===== src/rtl/sdc_pkg.sv =====
// Package: shared encodings and the serial CRC7 step for the command path.
// Assumes one CRC bit per call, MSB-first data order.
package sdc_pkg;

    // Command-word field positions (software decodes these)
    localparam int CW_IDX_LSB = 0;
    localparam int CW_RT_LSB  = 8;
    localparam int CW_EN_BIT  = 12;

    // Response-type encodings
    localparam logic [1:0] RT_NONE    = 2'b00;
    localparam logic [1:0] RT_SHORT   = 2'b01;
    localparam logic [1:0] RT_NOCRC   = 2'b10;
    localparam logic [1:0] RT_LONG    = 2'b11;

    localparam int CRC_W = 7;

    typedef enum logic [2:0] {
        ST_IDLE,
        ST_SEND,
        ST_WAIT,
        ST_RECV,
        ST_BUSY
    } cp_state_t;

    // One step of CRC7 (x^7 + x^3 + 1) for one incoming bit
    function automatic logic [CRC_W-1:0] crc7_step(input logic [CRC_W-1:0] c, input logic b);
        logic fb;
        fb = c[6] ^ b;
        return {c[5:3], c[2] ^ fb, c[1:0], fb};
    endfunction

endpackage


===== src/rtl/sdc_cmd_tx.sv =====
// Module: command frame serializer.
// Loads a header (start, direction, index, argument), shifts it out MSB
// first while building CRC7, then sends the CRC and an end bit.
// Assumes one bit per clock; 'kill' aborts and releases the line.
module sdc_cmd_tx
    import sdc_pkg::*;
#(
    parameter int HDR_W = 40,
    parameter int FRM_W = 48
) (
    input  logic             clk,
    input  logic             rst_n,
    input  logic             kill,
    input  logic             load,
    input  logic [HDR_W-1:0] frame,
    output logic             bit_out,
    output logic             oe,
    output logic             done
);
    localparam int CW = $clog2(FRM_W);
    localparam logic [CW-1:0] HDR_END = CW'(HDR_W);
    localparam logic [CW-1:0] CRC_END = CW'(HDR_W + CRC_W);
    localparam logic [CW-1:0] LAST    = CW'(FRM_W - 1);

    logic [HDR_W-1:0] sreg;
    logic [CRC_W-1:0] crc;
    logic [CW-1:0]    cnt;
    logic             run;

    // Shift the header, accumulate then shift out the CRC, count bits
    always_ff @(posedge clk) begin
        if (!rst_n) begin
            sreg <= '0;
            crc  <= '0;
            cnt  <= '0;
            run  <= 1'b0;
        end else if (kill) begin
            run <= 1'b0;
        end else if (load) begin
            sreg <= frame;
            crc  <= '0;
            cnt  <= '0;
            run  <= 1'b1;
        end else if (run) begin
            cnt <= cnt + 1'b1;
            if (cnt < HDR_END) begin
                crc  <= crc7_step(crc, sreg[HDR_W-1]);
                sreg <= {sreg[HDR_W-2:0], 1'b0};
            end else begin
                crc <= {crc[CRC_W-2:0], 1'b0};
            end
            if (cnt == LAST) run <= 1'b0;
        end
    end

    // Select the bit on the line for the current position
    always_comb begin
        if (!run)                bit_out = 1'b1;
        else if (cnt < HDR_END)  bit_out = sreg[HDR_W-1];
        else if (cnt < CRC_END)  bit_out = crc[CRC_W-1];
        else                     bit_out = 1'b1;
    end

    assign oe   = run;
    assign done = run && (cnt == LAST);

endmodule


===== src/rtl/sdc_resp_rx.sv =====
// Module: response deserializer.
// While armed, hunts for a start bit; then collects a short or long frame,
// runs CRC7 over the covered bits plus the received CRC (zero remainder =
// good) and keeps the last SAVE_W bits. 'done' pulses one cycle after the
// end bit is sampled, with crc_ok and save valid from then on.
module sdc_resp_rx
    import sdc_pkg::*;
#(
    parameter int SHORT_LEN = 48,
    parameter int LONG_LEN  = 136,
    parameter int HEAD_W    = 8,
    parameter int SAVE_W    = 128
) (
    input  logic              clk,
    input  logic              rst_n,
    input  logic              kill,
    input  logic              arm,
    input  logic              long_mode,
    input  logic              bit_in,
    output logic              started,
    output logic              done,
    output logic              crc_ok,
    output logic [SAVE_W-1:0] save
);
    localparam int CW = $clog2(LONG_LEN + 1);
    localparam logic [CW-1:0] S_LAST  = CW'(SHORT_LEN - 1);
    localparam logic [CW-1:0] L_LAST  = CW'(LONG_LEN - 1);
    localparam logic [CW-1:0] S_FEED  = CW'(SHORT_LEN - 2);
    localparam logic [CW-1:0] L_FEED  = CW'(LONG_LEN - 2);
    localparam logic [CW-1:0] L_FIRST = CW'(HEAD_W);

    logic [CW-1:0]    cnt;
    logic [CRC_W-1:0] crc;
    logic             rcv;
    logic             feed;
    logic [CW-1:0]    last;

    assign started = arm && !rcv && !bit_in;
    assign last    = long_mode ? L_LAST : S_LAST;
    assign feed    = long_mode ? (cnt >= L_FIRST && cnt <= L_FEED) : (cnt <= S_FEED);

    // Capture bits, update CRC over the covered span, flag completion
    always_ff @(posedge clk) begin
        if (!rst_n) begin
            cnt    <= '0;
            crc    <= '0;
            rcv    <= 1'b0;
            done   <= 1'b0;
            crc_ok <= 1'b0;
            save   <= '0;
        end else if (kill) begin
            rcv  <= 1'b0;
            done <= 1'b0;
        end else begin
            done <= 1'b0;
            if (started) begin
                rcv  <= 1'b1;
                cnt  <= CW'(1);
                crc  <= '0;
                save <= {save[SAVE_W-2:0], 1'b0};
            end else if (rcv) begin
                save <= {save[SAVE_W-2:0], bit_in};
                cnt  <= cnt + 1'b1;
                if (feed) crc <= crc7_step(crc, bit_in);
                if (cnt == last) begin
                    rcv    <= 1'b0;
                    done   <= 1'b1;
                    crc_ok <= (crc == '0);
                end
            end
        end
    end

endmodule


===== src/rtl/sdc_cmd_path.sv =====
// Module: command path state machine (top).
// Starts a command on a command-word write with the enable bit, serializes
// it, waits for the selected response kind, checks CRC, stores response
// words, raises one outcome event, and tracks D0 busy after short responses.
// Assumes cmd_in/d0_in are already synchronous to clk (card clock = clk).
module sdc_cmd_path
    import sdc_pkg::*;
#(
    parameter int IDX_W    = 6,
    parameter int ARG_W    = 32,
    parameter int CMDW_W   = 16,
    parameter int DT_W     = 32,
    parameter int RESP_TMO = 64
) (
    input  logic              clk,
    input  logic              rst_n,
    input  logic              cmd_wr,
    input  logic [CMDW_W-1:0] cmd_word,
    input  logic [ARG_W-1:0]  cmd_arg,
    input  logic [DT_W-1:0]   dtimer,
    input  logic              cmd_in,
    input  logic              d0_in,
    output logic              cmd_out,
    output logic              cmd_oe,
    output logic [ARG_W-1:0]  resp1,
    output logic [ARG_W-1:0]  resp2,
    output logic [ARG_W-1:0]  resp3,
    output logic [ARG_W-1:0]  resp4,
    output logic              cmd_active,
    output logic              evt_sent,
    output logic              evt_rend,
    output logic              evt_crcfail,
    output logic              evt_ctimeout,
    output logic              busy_d0,
    output logic              evt_busyend,
    output logic              evt_dtimeout
);
    localparam int NWORDS    = 4;
    localparam int HEAD_W    = 2 + IDX_W;
    localparam int HDR_W     = HEAD_W + ARG_W;
    localparam int SHORT_LEN = HDR_W + CRC_W + 1;
    localparam int SAVE_W    = NWORDS * ARG_W;
    localparam int LONG_LEN  = HEAD_W + SAVE_W;
    localparam int TMO_W     = $clog2(RESP_TMO);
    localparam logic [TMO_W-1:0] TMO_LAST = TMO_W'(RESP_TMO - 1);

    cp_state_t         state;
    logic [1:0]        rtype;
    logic [DT_W-1:0]   dt_lim;
    logic [DT_W-1:0]   dt_cnt;
    logic [TMO_W-1:0]  tmo_cnt;
    logic [ARG_W-1:0]  resp_q [NWORDS];

    logic start, stop, is_long, crc_checked;
    logic tx_done, rx_started, rx_done, rx_crc_ok;
    logic [SAVE_W-1:0] rx_save;
    logic [HDR_W-1:0]  hdr;

    assign start       = cmd_wr && cmd_word[CW_EN_BIT] && (state == ST_IDLE);
    assign stop        = cmd_wr && !cmd_word[CW_EN_BIT] && (state != ST_IDLE);
    assign is_long     = (rtype == RT_LONG);
    assign crc_checked = (rtype == RT_SHORT) || (rtype == RT_LONG);
    assign hdr         = {1'b0, 1'b1, cmd_word[CW_IDX_LSB +: IDX_W], cmd_arg};

    sdc_cmd_tx #(
        .HDR_W (HDR_W),
        .FRM_W (SHORT_LEN)
    ) u_tx (
        .clk     (clk),
        .rst_n   (rst_n),
        .kill    (stop),
        .load    (start),
        .frame   (hdr),
        .bit_out (cmd_out),
        .oe      (cmd_oe),
        .done    (tx_done)
    );

    sdc_resp_rx #(
        .SHORT_LEN (SHORT_LEN),
        .LONG_LEN  (LONG_LEN),
        .HEAD_W    (HEAD_W),
        .SAVE_W    (SAVE_W)
    ) u_rx (
        .clk       (clk),
        .rst_n     (rst_n),
        .kill      (stop),
        .arm       (state == ST_WAIT),
        .long_mode (is_long),
        .bit_in    (cmd_in),
        .started   (rx_started),
        .done      (rx_done),
        .crc_ok    (rx_crc_ok),
        .save      (rx_save)
    );

    // Sequence the command, response wait, response check and busy phase
    always_ff @(posedge clk) begin
        if (!rst_n) begin
            state        <= ST_IDLE;
            rtype        <= RT_NONE;
            dt_lim       <= '0;
            dt_cnt       <= '0;
            tmo_cnt      <= '0;
            evt_sent     <= 1'b0;
            evt_rend     <= 1'b0;
            evt_crcfail  <= 1'b0;
            evt_ctimeout <= 1'b0;
            busy_d0      <= 1'b0;
            evt_busyend  <= 1'b0;
            evt_dtimeout <= 1'b0;
        end else if (stop) begin
            state   <= ST_IDLE;
            busy_d0 <= 1'b0;
        end else begin
            case (state)
                ST_IDLE: if (start) begin
                    state        <= ST_SEND;
                    rtype        <= cmd_word[CW_RT_LSB +: 2];
                    dt_lim       <= dtimer;
                    evt_sent     <= 1'b0;
                    evt_rend     <= 1'b0;
                    evt_crcfail  <= 1'b0;
                    evt_ctimeout <= 1'b0;
                    evt_busyend  <= 1'b0;
                    evt_dtimeout <= 1'b0;
                end
                ST_SEND: if (tx_done) begin
                    tmo_cnt <= '0;
                    if (rtype == RT_NONE) begin
                        evt_sent <= 1'b1;
                        state    <= ST_IDLE;
                    end else begin
                        state <= ST_WAIT;
                    end
                end
                ST_WAIT: begin
                    if (rx_started) begin
                        state <= ST_RECV;
                    end else if (tmo_cnt == TMO_LAST) begin
                        evt_ctimeout <= 1'b1;
                        state        <= ST_IDLE;
                    end else begin
                        tmo_cnt <= tmo_cnt + 1'b1;
                    end
                end
                ST_RECV: if (rx_done) begin
                    if (crc_checked && !rx_crc_ok) begin
                        evt_crcfail <= 1'b1;
                        state       <= ST_IDLE;
                    end else begin
                        evt_rend <= 1'b1;
                        if (!is_long && !d0_in) begin
                            busy_d0 <= 1'b1;
                            dt_cnt  <= '0;
                            state   <= ST_BUSY;
                        end else begin
                            state <= ST_IDLE;
                        end
                    end
                end
                ST_BUSY: begin
                    if (d0_in) begin
                        evt_busyend <= 1'b1;
                        busy_d0     <= 1'b0;
                        state       <= ST_IDLE;
                    end else if (dt_cnt == dt_lim) begin
                        evt_dtimeout <= 1'b1;
                        busy_d0      <= 1'b0;
                        state        <= ST_IDLE;
                    end else begin
                        dt_cnt <= dt_cnt + 1'b1;
                    end
                end
                default: state <= ST_IDLE;
            endcase
        end
    end

    // Response word storage: all words for long, word 1 only for short
    for (genvar g = 0; g < NWORDS; g++) begin : g_resp
        always_ff @(posedge clk) begin
            if (!rst_n) begin
                resp_q[g] <= '0;
            end else if (!stop && state == ST_RECV && rx_done) begin
                if (is_long)
                    resp_q[g] <= rx_save[SAVE_W-1-g*ARG_W -: ARG_W];
                else if (g == 0)
                    resp_q[g] <= rx_save[SHORT_LEN-1-HEAD_W -: ARG_W];
            end
        end
    end

    assign resp1      = resp_q[0];
    assign resp2      = resp_q[1];
    assign resp3      = resp_q[2];
    assign resp4      = resp_q[3];
    assign cmd_active = (state != ST_IDLE);

endmodule


===== config.mk =====
export PLATFORM = sky130hd
export DESIGN_NAME = sdc_cmd_path
export DESIGN_NICKNAME = d
export VERILOG_FILES = /design/src/rtl/sdc_pkg.sv /design/src/rtl/sdc_cmd_tx.sv /design/src/rtl/sdc_resp_rx.sv /design/src/rtl/sdc_cmd_path.sv
export SDC_FILE = /design/constraint.sdc
export NUM_CORES = 1
export LEC_CHECK = 0
export BUFFER_PORTS_ARGS = -buffer_cell sky130_fd_sc_hd__buf_2
export CORE_UTILIZATION = 55
export CTS_CLUSTER_SIZE = 14
export DETAILED_ROUTE_END_ITERATION = 16
export PLACE_DENSITY = 0.76
export SLEW_MARGIN = 10
export SYNTH_ARGS = -nofsm -noshare
export SYNTH_HDL_FRONTEND = slang
export SYNTH_HIERARCHICAL = 1
export SYNTH_SLANG_ARGS = --single-unit

===== constraint.sdc =====
create_clock -name clk -period 22.4 [get_ports clk]
set_clock_uncertainty 0.1 [all_clocks]
set_input_delay 2.24 -clock clk [delete_from_list [all_inputs] [get_ports clk]]
set_output_delay 2.24 -clock clk [all_outputs]
set_load 0.05 [all_outputs]

* Word-level counts from Yosys, hierarchy flattened *
Memory sizes are Yosys's and may differ from the RTL's.
Index checks and enable logic that the tools add are counted.

storage, ports and cells
  memories kept = 1
  bits of input ports = 85
  output and inout bits = 138
  register bits = 282
  memory bits (writable) = 128
  logic and storage cells = 209

operators by class
  reduce and logical (&&, ||, !) cells = 52
  multiplexer cells = 86
  $add $sub $neg = 4
  eq/ne operators = 26
  order comparisons = 5
  bitwise gates (word level) = 13

memories
  memory  words  width  read ports  clocked after memory_dff  write ports  RTL line            text
  resp_q  4      32     4           0                         4            sdc_cmd_path.sv:52  logic [ARG_W-1:0] resp_q [NWORDS];

operators with widths
  operator                                                         number
  32-bit two-way mux                                               10
  128-bit two-way mux                                              2
  40-bit two-way mux                                               3
  32-bit case mux with 2 select lines                              1
  5-bit AND reduction                                              8
  1-bit two-way mux                                                37
  7-bit two-way mux                                                5
  32-bit by 1-bit adder with 32-bit output, second input constant  1
  32-bit == test                                                   1
  6-bit two-way mux                                                5
  3-bit two-way mux                                                9
  2-bit inequality test, second input constant                     13
  8-bit two-way mux                                                3
  2-bit nonzero test                                               10
  3-bit case mux with 5 select lines                               1
  1-bit case mux with 2 select lines                               7
  6-bit by 1-bit adder with 6-bit output, second input constant    2
  6-bit == test, second input constant                             2
  1-bit logical AND                                                12
  6-bit less-than comparator, second input constant                2
  6-bit case mux with 2 select lines                               1
  3-bit AND reduction                                              3
  8-bit by 1-bit adder with 8-bit output, second input constant    1
  8-bit == test                                                    1
  26 further kinds                                                 46

* Logic depth before layout (Yosys ltp) *
  depth after elaboration = 11
  depth in mapped cells = 12
  depth with buffers taken out = 11

* Hierarchy *
The synthesis kept the hierarchy.

modules (own cells, without submodules)
  module        seq. area each (um^2)  cells an instance  area an instance (um^2)  times used
  sdc_cmd_path  5485.3                 846                9067.4                   1
  sdc_resp_rx   2922.8                 650                5557.8                   1
  sdc_cmd_tx    1081.0                 319                2805.2                   1

* Worst setup path after synthesis *
OpenSTA, ideal clock, no wires.

  kind = in2reg
  start point = in cmd_wr
  end point = mem resp_q[1][0], enable pin
  setup time = 0.691 ns
  buffers on the path = 0
  arrival time = 9.627 ns
  required time = 21.609 ns
  setup slack = 11.982 ns
  stages = 4
  cells stage by stage = nor2b_1 > nand2_4 > inv_1 > o31ai_1

RTL lines
  what         RTL line            text
  from (decl)  sdc_cmd_path.sv:17  input logic cmd_wr,
  to (decl)    sdc_cmd_path.sv:52

* Final worst setup path *
  start point = in cmd_wr
  end point = reg u_rx.cnt[6]

between the ends
  word-level cells in the longest chain between the ends = 4

RTL lines
  what                             RTL line            text
  1-bit logical AND (2 in series)  sdc_cmd_path.sv:60  assign stop = cmd_wr && !cmd_word[CW_EN_BIT] && (state != ST_IDLE);
  via stop                         sdc_cmd_path.sv:54  logic start, stop, is_long, crc_checked;
  1-bit NOT (no line)              n/a
  2-bit AND reduction (no line)    n/a
  to (signal assigned)             sdc_resp_rx.sv:63   cnt <= cnt + 1'b1;
  to (decl)                        sdc_resp_rx.sv:32   logic [CW-1:0] cnt;

The timed path passes the listed nets, and every way through them passes these cells.
A chain may end at the register's enable or synchronous reset.

==> impl_metrics.py <==
metrics = {
    "drt": {
        "via_per_inst": 5.557,
        "met3_length_um": 2016,
        "drt-wirelength-per-cell_um": 15.37,
        "drt_drc_violations_left": 0,
        "num_vias": 13254,
        "met2WireLength_um": 16670,
        "initialDrtViolationCount": 1111,
        "totalWireLength_um": 36660,
        "drt.antenna.violating_nets": 0,
        "met1_wire_length_um": 17030,
        "first_pass_iters": 6,
        "top_layer": "met4",
    },
    "power": {
        "sw_frac_of_total_pct": 23.58,
        "max-vdd-ir-drop_mv": 0.06828,
        "share_of_power_burned_in_the_clock_network_pct": 43.3,
        "power_switching_mw": 0.3890,
        "power.total_mw": 1.650,
        "power.share.sequential_pct": 48.5,
        "power.leakage_nw": 7.599,
        "comb_power_share_pct": 8.2,
        "power.internal_mw": 1.261,
        "cellPowerDensity_mw_per_mm2": 82.60,
    },
    "timing": {
        "slew_headroom_pct": 22.39,
        "final-setup-viol-count": 0,
        "min_period_ps": 5047,
        "grt_setup_unrepaired": "false",
        "min_setup_slack_post_route_ps": 17350,
        "max_freq_mhz": 198.1,
        "fin_crit_sh_pct": 22.53,
        "fin_setup_tns_ps": 0,
        "hold_viol": 0,
        "finalMaxSlewViolations": 0,
        "worstMarginPinSlew_ps": 1160,
    },
    "final_layout": {
        "multi_input_comb_area_sq_mm": 0.007153,
        "layout.nets": 2047,
        "layout_commonest_cell": "sky130_fd_sc_hd__nand2_1",
        "regArea_sq_mm": 0.009489,
        "antenna-diode-count": 0,
        "layout_cells_sized_above_1_pct": 18.20,
        "finalInstanceArea_sq_mm": 0.01997,
        "count_of_non_filler_cells_in_the_finished_layout": 2385,
        "most-common-layout-cells": "430 x sky130_fd_sc_hd__nand2_1, 282 x sky130_fd_sc_hd__dfxtp_1, 214 x sky130_fd_sc_hd__buf_2",
        "fillers": 2488,
        "syn_to_final_growth_pct": 14.58,
    },
    "synth": {
        "synth.avg_cell_area_sq_um": 9.604,
        "yosys_most_used_dff": "sky130_fd_sc_hd__dfxtp_1",
        "yosysWarningCount": 6,
        "syn-cell-area_sq_mm": 0.01743,
        "synth.distinct_cells": 76,
        "ys_top_cells_by_area": "sky130_fd_sc_hd__dfxtp_1 32%, sky130_fd_sc_hd__edfxtp_1 22%, sky130_fd_sc_hd__nand2_1 9.3%",
        "post-synth-top-area-fraction_pct": 32.39,
        "synthesis.instances": 1815,
        "async_set_reset_flop_share_out_of_synthesis_pct": 0,
        "ys_seq_elements": 410,
        "synth_edf_count": 128,
        "yosysTopAreaCell": "sky130_fd_sc_hd__dfxtp_1",
        "syn-num-nets": 1905,
        "ys_seq_area_share_pct": 54.44,
    },
    "clocking": {
        "cts_root_buf": "sky130_fd_sc_hd__clkbuf_16",
        "post_cts_repair_resize_count": 0,
        "cts_hold_buffers": 0,
        "clk_transition_reported_paths_ps": 60,
        "tritoncts": "built",
        "cts_buffer_depth": 3,
        "cts_inserted_buffers": 43,
        "htree_levels": 2,
        "worst_skew_pair.late_latency_ps": 530,
        "postCtsSetupBuffers": 0,
        "clock_sinks": 410,
    },
    "die": {
        "die_h_um": 180.0,
        "num_rows": 64,
        "die_width_um": 180.0,
        "initial_core_util_pct": 56.39,
        "top_level_ports": 223,
        "fp.dieArea_sq_mm": 0.03241,
        "fp.coreArea_sq_mm": 0.03091,
    },
    "place": {
        "placedInstanceArea_sq_mm": 0.01854,
        "place_ws_ps": 16740,
        "placedCellCount": 2308,
        "detailedPlacementHpwl_um": 22440,
        "port_buffers": 215,
        "routabilityCongestion": 0.8383,
    },
    "worst_setup_path": {
        "worst-endpoint-required_ps": 22690,
        "critical_path_arrival_ps": 5340,
        "critical_path.endpoint_type": "register",
        "critical_path.startpoint_type": "input port",
        "worstSetupPathType": "input port to register",
        "cp_max_fo": 97,
    },
    "run": {
        "max_capacitance_violation_count": 0,
    },
    "grt": {
        "grt_first_pass_wirelength_um": 61620,
        "grt_max_degree": 149,
        "initial_antenna_violation_count": 0,
        "grt_pass1_vias": 12346,
        "grt.total_usage_pct": 22.53,
        "grt_remaining_overflow": 0,
    },
    "outcome": {
        "result_of_the_run": "finished clean",
    },
    "min_path": {
        "worstHoldPathType": "register to register",
    },
}
[worst paths after layout]
path / startpoint / end / slack (ps) / cells after the start
worst max-delay path: cmd_wr / u_rx/cnt[6]$_SDFFE_PN0P_ / 17350 / 9
worst min-delay path: u_tx/crc[5]$_SDFFE_PN0P_ / u_tx/crc[5]$_SDFFE_PN0P_ / 360 / 2
worst min register to register: u_tx/crc[5]$_SDFFE_PN0P_ / u_tx/crc[5]$_SDFFE_PN0P_ / 360 / 2
worst max register to register: state[2]$_SDFFE_PP0P_ / resp_q[2][16]$_SDFFCE_PN0P_ / 18490 / 6
[flip-flops by register name (all words and copies together), names as in the netlist, 3 cells and up]
signal / cells
resp_q: 128
u_rx/save: 128
u_tx/sreg: 40
dt_cnt: 32
dt_lim: 32
u_rx/cnt: 8
u_rx/crc: 7
u_tx/crc: 7
tmo_cnt: 6
u_tx/cnt: 6
state: 3
[per-stage QoR]
stage | utilization (%) | hold WS (ps)
finish | 64.61 | 355.7
global route | 64.61 | 363.0
CTS | 64.61 | 354.5
detailed placement | 59.97 | 346.7
global placement | 59.97 | 341.5
floorplan | - | 332.0
[per-layer routing]
metal	vias up	global-route usage, %
met2	380	35.53
met4	0	7.179
li1	6519	-
met1	6289	31.91
met3	66	3.456
met5	-	0
[power groups by stage]
stage               logic (mW)  clock network, mW  registers [mW]
floorplan               0.0593                  0           0.861
global placement         0.134                  0           0.816
detailed placement       0.136                  0           0.817
CTS                      0.136              0.729           0.801
global route             0.145              0.760           0.803
finish                   0.135              0.714           0.801
[Yosys cell counts, drive strengths merged, types with 3 or more instances]
cell	number
nand2	432
dfxtp	282
a21boi	165
edfxtp	128
and2	99
clkbuf	80
a21oi	77
inv	59
buf	50
nor2	50
xor2	44
a21o	41
a31oi	41
o221a	39
o21ai	34
nand3	21
or3	17
nor3	15
nand4	14
nor4	14
xnor2	11
nand3b	10
o31ai	8
or4	8
a22o	7
and3	7
nor2b	7
ha	5
nand2b	5
o211ai	5
o32ai	4
a2bb2oi	3
and4	3
nand4b	3
[critical path, cell delays in order]
cell	delay, ps
sky130_fd_sc_hd__buf_2	110
sky130_fd_sc_hd__nor2b_1	390
sky130_fd_sc_hd__nand2_4	120
sky130_fd_sc_hd__inv_2	750
sky130_fd_sc_hd__a21o_4	410
sky130_fd_sc_hd__buf_4	830
sky130_fd_sc_hd__nor3_1	170
sky130_fd_sc_hd__xnor2_1	190
sky130_fd_sc_hd__nor2_1	50
[final cells by class]
cell class,count,area share [%]
multi-input combinational,1215,35.82
timing repair buffer,227,5.870
clock inverter,20,1.027
inverter,60,1.134
tap,396,2.481
sequential,410,47.51
clock buffer,57,6.158
[logic make-up after synthesis]
| kind of cell | count (synthesis) | synth area share [%] |
|---|---|---|
| AND/OR/NAND/NOR | 710 | 19.00 |
| buffers and inverters | 190 | 4.795 |
| flip-flops | 410 | 54.44 |
| AO/OA/AOI/OAI | 440 | 18.40 |
| adder cells (fa/ha/maj) | 5 | 0.3589 |
| XOR/XNOR | 55 | 2.764 |
| other | 2 | 0.04309 |
| multiplexers | 3 | 0.2010 |
Note: power is estimated with default switching activity, not from simulation.
